### src/rtl/midi_rt_pkg.sv
package midi_rt_pkg;

  typedef enum logic [2:0] {
    EV_NONE,
    EV_CLOCK,
    EV_START,
    EV_CONT,
    EV_STOP,
    EV_SENSE,
    EV_RESET,
    EV_DROP
  } rt_ev_e;

  localparam logic [7:0] RT_CLOCK = 8'hF8;
  localparam logic [7:0] RT_START = 8'hFA;
  localparam logic [7:0] RT_CONT  = 8'hFB;
  localparam logic [7:0] RT_STOP  = 8'hFC;
  localparam logic [7:0] RT_SENSE = 8'hFE;
  localparam logic [7:0] RT_RESET = 8'hFF;

  function automatic logic is_realtime(input logic [7:0] b);
    return b[7:3] == 5'b11111;
  endfunction

  function automatic rt_ev_e rt_decode(input logic [7:0] b);
    rt_ev_e e;
    if (!is_realtime(b)) e = EV_NONE;
    else begin
      case (b)
        RT_CLOCK: e = EV_CLOCK;
        RT_START: e = EV_START;
        RT_CONT:  e = EV_CONT;
        RT_STOP:  e = EV_STOP;
        RT_SENSE: e = EV_SENSE;
        RT_RESET: e = EV_RESET;
        default:  e = EV_DROP;
      endcase
    end
    return e;
  endfunction

endpackage

### src/rtl/rt_classify.sv
module rt_classify
  import midi_rt_pkg::*;
(
  input  logic       in_valid,
  input  logic [7:0] in_byte,
  output logic       pass_valid,
  output logic       ev_valid,
  output rt_ev_e     ev
);
  always_comb begin
    ev         = rt_decode(in_byte);
    ev_valid   = in_valid && (ev != EV_NONE);
    pass_valid = in_valid && (ev == EV_NONE);
  end
endmodule

### src/rtl/rt_passthru.sv
module rt_passthru #(
  parameter int DATA_W = 8
) (
  input  logic              clk,
  input  logic              rst,
  input  logic              pass_valid,
  input  logic [DATA_W-1:0] pass_byte,
  input  logic              in_valid,
  input  logic [DATA_W-1:0] in_byte,
  output logic              out_valid,
  output logic [DATA_W-1:0] out_byte
);
  always_ff @(posedge clk) begin
    if (rst) begin
      out_valid <= 1'b0;
      out_byte  <= '0;
    end else begin
      out_valid <= pass_valid;
      if (pass_valid) out_byte <= pass_byte;
    end
  end

  // real-time codes never leave on the data path
  a_r2_no_rt_out: assert property (@(posedge clk) disable iff (rst)
    out_valid |-> (out_byte[DATA_W-1:DATA_W-5] != 5'b11111));

  // one-cycle latency, byte unchanged
  a_r1_latency: assert property (@(posedge clk) disable iff (rst)
    out_valid |-> ($past(in_valid) && out_byte == $past(in_byte)));
endmodule

### src/rtl/rt_transport.sv
module rt_transport
  import midi_rt_pkg::*;
#(
  parameter int CLKS_PER_QTR = 24,
  parameter int POS_W        = 16
) (
  input  logic             clk,
  input  logic             rst,
  input  logic             ev_valid,
  input  rt_ev_e           ev,
  output logic             clk_pulse,
  output logic             start_pulse,
  output logic             cont_pulse,
  output logic             stop_pulse,
  output logic             sense_pulse,
  output logic             reset_req,
  output logic             running,
  output logic             quarter_pulse,
  output logic [POS_W-1:0] clk_pos
);
  localparam int SUB_W = (CLKS_PER_QTR > 1) ? $clog2(CLKS_PER_QTR) : 1;
  localparam logic [SUB_W-1:0] SUB_LAST = SUB_W'(CLKS_PER_QTR - 1);

  logic [SUB_W-1:0] sub_q;

  always_ff @(posedge clk) begin
    if (rst) begin
      clk_pulse     <= 1'b0;
      start_pulse   <= 1'b0;
      cont_pulse    <= 1'b0;
      stop_pulse    <= 1'b0;
      sense_pulse   <= 1'b0;
      reset_req     <= 1'b0;
      quarter_pulse <= 1'b0;
      running       <= 1'b0;
      clk_pos       <= '0;
      sub_q         <= '0;
    end else begin
      clk_pulse     <= 1'b0;
      start_pulse   <= 1'b0;
      cont_pulse    <= 1'b0;
      stop_pulse    <= 1'b0;
      sense_pulse   <= 1'b0;
      reset_req     <= 1'b0;
      quarter_pulse <= 1'b0;
      if (ev_valid) begin
        case (ev)
          EV_CLOCK: begin
            clk_pulse <= 1'b1;
            if (running) begin
              clk_pos <= clk_pos + POS_W'(1);
              if (sub_q == SUB_LAST) begin
                sub_q         <= '0;
                quarter_pulse <= 1'b1;
              end else begin
                sub_q <= sub_q + SUB_W'(1);
              end
            end
          end
          EV_START: begin
            start_pulse <= 1'b1;
            running     <= 1'b1;
            clk_pos     <= '0;
            sub_q       <= '0;
          end
          EV_CONT: begin
            cont_pulse <= 1'b1;
            running    <= 1'b1;
          end
          EV_STOP: begin
            stop_pulse <= 1'b1;
            running    <= 1'b0;
          end
          EV_SENSE: sense_pulse <= 1'b1;
          EV_RESET: begin
            reset_req <= 1'b1;
            running   <= 1'b0;
            clk_pos   <= '0;
            sub_q     <= '0;
          end
          default: ;
        endcase
      end
    end
  end

  // the transport only halts on stop or reset
  a_r6_halt_cause: assert property (@(posedge clk) disable iff (rst)
    $fell(running) |-> $past(ev_valid && (ev == EV_STOP || ev == EV_RESET)));

  // quarter strobe only with a clock while running
  a_r7_quarter_with_clk: assert property (@(posedge clk) disable iff (rst)
    quarter_pulse |-> (clk_pulse && running));

  // a running clock moves the position by exactly one
  a_r7_pos_step: assert property (@(posedge clk) disable iff (rst)
    (clk_pulse && $past(running)) |-> (clk_pos == $past(clk_pos) + POS_W'(1)));

  // reset request leaves the transport stopped at zero
  a_r9_reset_clears: assert property (@(posedge clk) disable iff (rst)
    reset_req |-> (!running && clk_pos == '0));

  // active sensing touches no transport state
  a_r8_sense_inert: assert property (@(posedge clk) disable iff (rst)
    sense_pulse |-> ($stable(running) && $stable(clk_pos)));
endmodule

### src/rtl/midi_rt_sync.sv
module midi_rt_sync
  import midi_rt_pkg::*;
#(
  parameter int CLKS_PER_QTR = 24,
  parameter int POS_W        = 16
) (
  input  logic             clk,
  input  logic             rst,
  input  logic             in_valid,
  input  logic [7:0]       in_byte,
  output logic             out_valid,
  output logic [7:0]       out_byte,
  output logic             clk_pulse,
  output logic             start_pulse,
  output logic             cont_pulse,
  output logic             stop_pulse,
  output logic             sense_pulse,
  output logic             reset_req,
  output logic             running,
  output logic             quarter_pulse,
  output logic [POS_W-1:0] clk_pos
);
  logic   pass_valid;
  logic   ev_valid;
  rt_ev_e ev;

  rt_classify u_cls (
    .in_valid  (in_valid),
    .in_byte   (in_byte),
    .pass_valid(pass_valid),
    .ev_valid  (ev_valid),
    .ev        (ev)
  );

  rt_passthru #(.DATA_W(8)) u_pass (
    .clk       (clk),
    .rst       (rst),
    .pass_valid(pass_valid),
    .pass_byte (in_byte),
    .in_valid  (in_valid),
    .in_byte   (in_byte),
    .out_valid (out_valid),
    .out_byte  (out_byte)
  );

  rt_transport #(.CLKS_PER_QTR(CLKS_PER_QTR), .POS_W(POS_W)) u_trn (
    .clk          (clk),
    .rst          (rst),
    .ev_valid     (ev_valid),
    .ev           (ev),
    .clk_pulse    (clk_pulse),
    .start_pulse  (start_pulse),
    .cont_pulse   (cont_pulse),
    .stop_pulse   (stop_pulse),
    .sense_pulse  (sense_pulse),
    .reset_req    (reset_req),
    .running      (running),
    .quarter_pulse(quarter_pulse),
    .clk_pos      (clk_pos)
  );

  // at most one event strobe per cycle, and never alongside a data byte
  a_r3_one_event: assert property (@(posedge clk) disable iff (rst)
    $onehot0({clk_pulse, start_pulse, cont_pulse, stop_pulse, sense_pulse, reset_req, out_valid}));
endmodule

### config.mk
export PLATFORM = sky130hd
export DESIGN_NAME = midi_rt_sync
export DESIGN_NICKNAME = d
export VERILOG_FILES = /design/src/rtl/midi_rt_pkg.sv /design/src/rtl/rt_classify.sv /design/src/rtl/rt_passthru.sv /design/src/rtl/rt_transport.sv /design/src/rtl/midi_rt_sync.sv
export SDC_FILE = /design/constraint.sdc
export NUM_CORES = 1
export LEC_CHECK = 0
export CORE_ASPECT_RATIO = 0.7
export CORE_MARGIN = 3
export CORE_UTILIZATION = 40
export DETAILED_ROUTE_END_ITERATION = 16
export PLACE_DENSITY_LB_ADDON = 0.2
export REMOVE_ABC_BUFFERS = 1
export SYNTH_ARGS = -nofsm -noshare
export SYNTH_HDL_FRONTEND = slang
export SYNTH_HIERARCHICAL = 1
export SYNTH_SLANG_ARGS = --single-unit
export TNS_END_PERCENT = 10
### constraint.sdc
create_clock -name clk -period 3.1 [get_ports clk]
set_input_delay 0.31 -clock clk [delete_from_list [all_inputs] [get_ports clk]]
set_output_delay 0.31 -clock clk [all_outputs]
set_load 0.005 [all_outputs]
==> results of run 1 <==
[flip-flops by register name (all words and copies together) (netlist names)]
register             cells
u_trn/start_pulse        1
u_pass/out_valid         1
u_trn/sense_pulse        1
u_trn/clk_pos           16
u_trn/quarter_pulse      1
u_trn/clk_pulse          1
u_pass/out_byte          8
u_trn/stop_pulse         1
u_trn/reset_req          1
u_trn/sub_q              5
u_trn/running            1
u_trn/cont_pulse         1
[stage by stage]
step	cell area [sq um]	hold WS [ns]	setup slack, ns
detailed placement	2210	0.479	0.397
global route	2320	0.517	0.530
finish	2320	0.496	0.679
floorplan	1670	0.379	0.919
global placement	2210	0.472	0.454
CTS	2320	0.492	0.706
[worst max-delay path by stage]
stage                    start           endpoint  slack, ns  depth (start not counted)
global placement    in_byte[7]   u_trn/clk_pos[7]       0.45                          9
finish              in_byte[7]   u_trn/clk_pos[9]       0.68                          9
global route        in_byte[5]   u_trn/clk_pos[7]       0.53                          9
floorplan           in_byte[7]  u_trn/clk_pos[12]       0.92                          7
CTS                 in_byte[7]   u_trn/clk_pos[9]       0.71                          9
detailed placement  in_byte[7]   u_trn/clk_pos[9]       0.40                          9
[cell type report]
class | instances | area share (%)
well taps | 52 | 2.80
inverters | 4 | 0.647
repair buffers | 49 | 20.5
multi-input cells | 142 | 38.6
flip-flops and latches | 38 | 32.8
clock buffers | 5 | 2.97
clock inverters | 3 | 1.73
[layer usage]
metal / vias to the layer above / wire length (um)
li1: 803 / -
met1: 689 / 2150
met2: 41 / 1470
met3: 7 / 287
met4: 0 / 53
met5: - / 0
[power by group through the flow]
stage          clock network [uW]  registers (uW)  logic, uW
2_1_floorplan                   0             511       24.4
3_3_place_gp                    0             510       67.5
3_5_place_dp                    0             510       67.8
4_1_cts                       421             498       68.1
5_1_grt                       441             499       73.9
6_report                      408             498       67.4
[critical path: stages]
cell and delay [ns]:
clkdlybuf4s50_1 0.48, and3_4 0.21, nand3_4 0.09, nor2_1 0.11, buf_4 0.16, and4bb_2 0.27, o2111ai_1 0.34, or4_1 0.53
a21oi_1 0.15
[cell usage in the layout, fill, tap and decap left out, types with 2 or more instances in the layout]
cell              n
clkdlybuf4s50_1  43
dfxtp_1          38
a21oi_1          21
nor2_1           19
nand2_1          13
mux2i_1           9
or3_1             8
nand3_1           7
or4_1             7
o21ai_0           7
buf_4             6
clkbuf_8          5
inv_1             4
nand2b_1          4
o31ai_1           4
xnor2_1           3
nand4_1           3
nor3_1            3
clkinv_2          2
o21ai_1           2
a31oi_1           2
o211ai_1          2
a311oi_1          2
nor4_1            2
nor3b_1           2
ha_1              2
[cell usage after synthesis, types with 2 or more instances]
master,n
buf_2,3
o211ai_1,2
a31oi_1,2
a21oi_1,21
nand4_1,3
nand2_1,13
or4_1,7
a311oi_1,2
nor2_1,19
nand2b_1,4
buf_6,2
clkbuf_1,4
inv_1,4
nand3_1,7
mux2i_1,9
nor3b_1,2
dfxtp_1,38
xnor2_1,3
nor3_1,3
ha_1,2
o21ai_0,7
nor4_1,2
o31ai_1,4
o21ai_1,2
or3_1,8
[logic make-up after synthesis]
logic type	after synthesis
AO/OA/AOI/OAI	45
flip-flops	38
adder cells (fa/ha/maj)	2
multiplexers	9
buffers and inverters	14
XOR/XNOR	3
AND/OR/NAND/NOR	83
==> impl_metrics.ini, run 1 <==
[global_routing]
grt-ovfl-total = 0
grtUsageTotal_pct = 17.0
antenna_found_initial = 0
grt_use_met3_pct = 5.29
busiest_layer = met1
grt_pass1_wl_mm = 6.78
grt_max_degree = 22
first_global_vias = 1351
met1_usage_pct = 27.3
use_met2_pct = 19.5

[timing]
finalCritPeriodShare_pct = 78.1
worst_pin_slew_ns = 0.721
report.final.slew_viol_count = 0
setup_violations = 0
max_freq_ghz = 0.413
clock-skew-final_ns = 0.00434
finalCriticalPeriod_ns = 2.42
rsz0062_at_grt = false
slew_headroom_pct = 51.9
finalSetupTns_ns = 0
hold_viol = 0

[logic_synthesis]
synth-seq-cells = 38
synth_edf_count = 0
synth_xor_area_share_pct = 1.52
synth_compound_area_share_pct = 15.5
async_flop_share_pct = 0
synth_area_per_cell_sq_um = 8.91
netlist_instances = 194
seq_area_frac_synth_pct = 44.0
synth_top_family_by_area = simple AND/OR/NAND/NOR gates
synth.area.mux_share_pct = 5.21
netlist.area_leader.share_pct = 44.0
synth-simple-area-share_pct = 28.1
yosys-top-cells-area = dfxtp_1, a21oi_1, mux2i_1
synth_ff_type = dfxtp_1
netlist_area_sq_um = 1730
yosys.area_share.adder_pct = 1.45
synth.largest_area_cell = dfxtp_1
synth_cell_type_count = 46
yosysWarnings = 6

[critical_path]
crit_required_ns = 3.33
reg2regPathDepth = 5
crit_path_max_fanout = 11
r2r-start = u_trn/clk_pos[0]
reg2reg_to = u_trn/clk_pos[12]
r2r_slack_ns = 1.16
endpoint_kind = flip-flop
critPathLaunchType = primary input
arrival_ns = 2.65
criticalPathCategory = in2reg

[floorplanning]
dieArea_sq_um = 5160
core-area_sq_um = 4040
fp.dieW_um = 84.6
num_io_pins = 44
start_util_pct = 42.8
rows = 19
die_height_um = 61.0

[drt]
routedWlPerCell_um = 13.5
num_vias = 1540
drtAntennaViolNets = 0
drt-initial-drc-count = 107
wirelength_mm = 3.96
via_per_inst = 5.26
drc = 0
dr.pass1.iters = 4

[worst_hold_path]
whs_path_depth = 2
hold_class = reg2reg
worstHoldStart = u_trn/clk_pos[15]
worst_hold_path.endpoint = u_trn/clk_pos[15]

[power]
irDropWorstVdd_mv = 0.350
clkPwrFrac_pct = 41.9
p_seq_share_pct = 51.2
total_power_uw = 974
total_leakage_power_uw = 0.000793
p_int_uw = 770
netSwitchingFraction_pct = 21.0
power.density_nw_per_um2 = 420
power_switching_uw = 204
combinationalPowerShare_pct = 6.9

[finish]
nets = 253
diodes = 0
drive_gt1_share_pct = 9.13
fin_util_pct = 57.4
multiInputGateArea_sq_um = 895
regArea_sq_um = 761
nFillCells = 385
stdcell_count = 293
syn_to_final_growth_pct = 34.3

[clock_network]
cts-root-buf = clkbuf_8
cts.repair.resized = 0
cts_setup_buffers = 0
ctsLongestPathBuffers = 2
insertion_delay_ns = 0.29
clkTransAtPathRegs_ns = 0.07
ctsHoldBuffers = 0
clock-sinks = 38
cts_inserted_buffers = 5
cts_tree = built
htreeDepth = 2

[placement]
io_buffers = 43
dp_hpwl_mm = 2.89
gp_congestion = 0.776
dp_cells = 285

[outcome]
outcome = complete, no violations

[job]
maxCapViolations = 0
(Power assumes the default switching activity.)
==> run 2, diff against run 1 <==
- clock period: 3.1 -> 2.3 ns (I/O delays scaled with it)
==> run 2 against run 1 <==
Final area rose by 4.1%. Via count up 6.9%. Die area unchanged. Sequential power increased by 35%. Non-clock buffer count up 17. Worst hold slack worse by 0.014 ns. Clock power increased by 4.9%. Count of clock-buffer cells in the layout is 2 higher. Critical path depth is 1 higher. Wire length rose by 9.2%. Utilization rose by 2.4 points. Critical path type unchanged.
==> impl_metrics.ini, run 2 (synthesized netlist as in run 1, its figures left out) <==
[timing]
report.final.slew_viol_count = 0
hold_viol = 0
slew_headroom_pct = 64.6
clock-skew-final_ns = 0.00540
rsz0062_at_grt = false
finalSetupTns_ns = 0
worst_pin_slew_ns = 0.529
finalCritPeriodShare_pct = 90.9
max_freq_ghz = 0.479
setup_violations = 0
finalCriticalPeriod_ns = 2.09

[floorplanning]
core-area_sq_um = 4040
rows = 19
fp.dieW_um = 84.6
dieArea_sq_um = 5160
die_height_um = 61.0
start_util_pct = 42.8
num_io_pins = 44

[critical_path]
crit_path_max_fanout = 10
crit_required_ns = 2.52
r2r-start = u_trn/clk_pos[0]
criticalPathCategory = in2reg
worstSetupStartpoint = in_byte[1]
arrival_ns = 2.31
critPathLaunchType = primary input
endpoint_kind = flip-flop

[finish]
final_common_cell = clkdlybuf4s50_1
top_regs = u_trn/clk_pos (16), u_pass/out_byte (8), u_trn/sub_q (5)
nets = 270
final_cell_mix = clkdlybuf4s50_1, dfxtp_1, buf_4
syn_to_final_growth_pct = 39.8
diodes = 0
stdcell_area_sq_um = 2410
drive_gt1_share_pct = 14.0
top_register = u_trn/clk_pos
largest_reg_flops = 16

[power]
irDropWorstVdd_mv = 0.423
total_power_uw = 1200
power.density_nw_per_um2 = 497
total_leakage_power_uw = 0.000856

[placement]
placed_cell_area_sq_um = 2340
gp_congestion = 0.787
io_buffers = 43
dp_hpwl_mm = 3.14

[drt]
drc = 0
dr.pass1.iters = 4
drt-initial-drc-count = 75
drtAntennaViolNets = 0
wirelength_mm = 4.32
num_vias = 1647
via_per_inst = 5.33
routedWlPerCell_um = 14.0

[global_routing]
antenna_found_initial = 0
grtUsageTotal_pct = 17.3
grt-ovfl-total = 0
first_global_vias = 1467
grt_pass1_wl_mm = 7.00
grt_max_degree = 21

[clock_network]
cts-root-buf = clkbuf_8
clkTransAtPathRegs_ns = 0.07
clock-sinks = 38
cts_tree = built
insertion_delay_ns = 0.28
htreeDepth = 2
ctsLongestPathBuffers = 2
cts_inserted_buffers = 5
ctsHoldBuffers = 0

[outcome]
outcome = complete, no violations

[worst_hold_path]
worstHoldStart = u_trn/clk_pos[15]
hold_class = reg2reg

[job]
maxCapViolations = 0
[run 2: layer usage]
metal | up-vias | GRT usage (%) | share of wire, %
li1 | 840 | - | -
met1 | 748 | 25.2 | 51
met2 | 52 | 23.5 | 41
met3 | 7 | 5.70 | 7.1
met4 | 0 | 6.77 | 1.1
met5 | - | 0 | 0
[run 2: repair_timing]
item | in CTS | in global routing
setup endpoints to repair | 0 | 1
buffers inserted | 0 | 0
gates resized for setup | 0 | 0
[run 2: stage by stage]
| stage | cells | worst slack, ns | hold slack (ns) | utilization (%) |
|---|---|---|---|---|
| after floorplan | 184 | 0.199 | 0.299 | - |
| after global placement | 302 | -0.0484 | 0.467 | 57.9 |
| after detailed placement | 302 | -0.0902 | 0.476 | 57.9 |
| after CTS | 309 | 0.209 | 0.486 | 59.8 |
| after global routing | 309 | 0.0140 | 0.512 | 59.8 |
| final | 309 | 0.210 | 0.483 | 59.8 |
[run 2: path summary, 6_finish.rpt]
| kind | endpoint | slack, ns | cells past startpoint |
|---|---|---|---|
| max | u_trn/clk_pos[11] | 0.21 | 10 |
| min | u_trn/clk_pos[15] | 0.48 | 2 |
| max reg2reg | u_trn/clk_pos[8] | 0.41 | 5 |
| min reg2reg | u_trn/clk_pos[15] | 0.48 | 2 |
[run 2: area by class of cell]
cell class              count  area [sq um]
fillers                   386          1630
well taps                  52          65.1
multi-input cells         142           895
inverters                   4          15.0
clock buffers               7          76.3
flip-flops and latches     38           761
repair buffers             66           603
[run 2: worst max-delay path: stages]
cell	delay (ns)
clkdlybuf4s50_1	0.54
xnor2_1	0.10
o21ai_1	0.11
nor2_1	0.06
buf_4	0.13
and2b_1	0.24
o2111ai_1	0.14
buf_4	0.20
or4_1	0.40
a21oi_1	0.16
[run 2: power by group]
part	internal [uW]	total [uW]	switching, uW
clock network	209	428	219
logic	59.0	101	42.1
registers	668	672	4.65
total	935	1200	266
==> run 3, diff against run 2 <==
- DONT_BUFFER_PORTS: default -> 1
==> run 3 against run 2 <==
Highest routed layer unchanged. Utilization fell by 13 points. Worst hold slack got worse by 0.47 ns. Worst setup slack improved by 0.13 ns. Global-route usage fell by 1.2 points. Die area did not move. First-iteration DRC count rose by 81%. Non-clock buffer count fell by 59. Largest power group unchanged. Clock power rose by 9.1%. Count of clock-buffer cells in the layout did not move. Sequential power barely moved. Sequential share of layout area rose by 8.9 points. Sequential cell count did not move.
==> impl_metrics.ini, run 3 (synthesized netlist as in run 1, its figures left out) <==
[outcome]
outcome = complete, no violations

[placement]
gp_congestion = 0.770
io_buffers = 0
placed_cell_area_sq_um = 1770
pre_cts_ws_ns = 0.216
dp_hpwl_mm = 2.86

[power]
power.density_nw_per_um2 = 632
total_leakage_power_uw = 0.000634
irDropWorstVdd_mv = 0.358

[finish]
final_common_cell = dfxtp_1
stdcell_area_sq_um = 1880
nets = 211
regArea_sq_um = 761
syn_to_final_growth_pct = 9.05
largest_reg_flops = 16
top_register = u_trn/clk_pos
final_cell_mix = dfxtp_1, a21oi_1, nor2_1
drive_gt1_share_pct = 10.1
top_regs = u_trn/clk_pos (16), u_pass/out_byte (8), u_trn/sub_q (5)
diodes = 0
fin_util_pct = 46.6
nFillCells = 405
multiInputGateArea_sq_um = 895

[drt]
wirelength_mm = 4.13
drtAntennaViolNets = 0
num_vias = 1476
routedWlPerCell_um = 16.4
drc = 0
dr.pass1.iters = 4
drt-initial-drc-count = 136
via_per_inst = 5.88

[clock_network]
insertion_delay_ns = 0.29
cts_inserted_buffers = 5
ctsLongestPathBuffers = 2
clock-sinks = 38
htreeDepth = 2
clkTransAtPathRegs_ns = 0.07
cts-root-buf = clkbuf_8
cts_tree = built

[critical_path]
crit_required_ns = 2.54
criticalPathCategory = reg2reg
crit_path_max_fanout = 8
critPathLaunchType = flip-flop
endpoint_kind = flip-flop
arrival_ns = 2.20

[timing]
whs_ns = 0.00800
finalSetupTns_ns = 0
finalCriticalPeriod_ns = 1.96
hold_viol = 0
slew_headroom_pct = 50.2
report.final.slew_viol_count = 0
rsz0062_at_grt = false
max_freq_ghz = 0.510
clock-skew-final_ns = 0.00469
worst_pin_slew_ns = 0.746
finalCritPeriodShare_pct = 85.3
setup_ws_ns = 0.337
setup_violations = 0

[floorplanning]
start_util_pct = 42.8
die_height_um = 61.0
core-area_sq_um = 4040
dieArea_sq_um = 5160
rows = 19
num_io_pins = 44
fp.dieW_um = 84.6

[global_routing]
grt_pass1_wl_mm = 6.54
grt-ovfl-total = 0
antenna_found_initial = 0
first_global_vias = 1376
grtUsageTotal_pct = 16.2
grt_max_degree = 17

[worst_hold_path]
hold_class = in2reg

[job]
maxCapViolations = 0
[run 3: changes by cell type in the layout (fill, tap and decap cells not counted)]
cell	previous run	this run
clkbuf_8	5	6
clkinv_2	0	1
dlygate4sd3_1	0	2
buf_4	23	5
clkdlybuf4s50_1	43	0
clkbuf_1	2	1
[run 3: metrics by stage]
stage / power, uW / instances
2_1_floorplan: 721 / 184
3_3_place_gp: 731 / 241
3_5_place_dp: 733 / 241
4_1_cts: 1200 / 250
5_1_grt: 1240 / 251
6_report: 1190 / 251
[run 3: path summary, 6_finish.rpt]
kind,from,slack (ns),end,cells after the start
worst max-delay path,u_trn/clk_pos[0],0.34,u_trn/clk_pos[12],5
worst min-delay path,rst,0.008,u_pass/out_byte[5],1
worst max register to register,u_trn/clk_pos[0],0.34,u_trn/clk_pos[12],5
worst min register to register,u_trn/sub_q[0],0.51,u_trn/sub_q[0],2
[run 3: power by group]
part	leakage, uW	switching, uW	internal (uW)
combinational	0.000278	26.2	22.8
clock	0.0000482	225	242
sequential	0.000308	7.21	668
[run 3: per-layer routing]
metal | GRT usage, % | vias up | share of wire [%]
met2 | 23.1 | 41 | 44
met1 | 22.4 | 714 | 48
met3 | 5.43 | 5 | 7.5
met4 | 7.00 | 0 | 0.90
met5 | 0 | - | 0
li1 | - | 716 | -
[run 3: area by class of cell]
cell class / instances / area share, %
clock buffer: 7 / 4.58
clock inverter: 1 / 0.266
inverter: 4 / 0.797
multi-input combinational: 142 / 47.5
sequential: 38 / 40.4
tap: 52 / 3.45
timing repair buffer: 7 / 3.05
[run 3: timing repair]
item / 4_1_cts / 5_1_grt
hold endpoints to repair: 6 / 5
setup buffers: 0 / 0
gates resized for setup: 0 / 0
hold buffers: 1 / 1
[run 3: worst max-delay path: stages, from the launching register on]
cell and delay (ns):
dfxtp_1 0.46, ha_1 0.27, and4_1 0.26, o211ai_1 0.28, or4_1 0.56, nand2_1 0.08
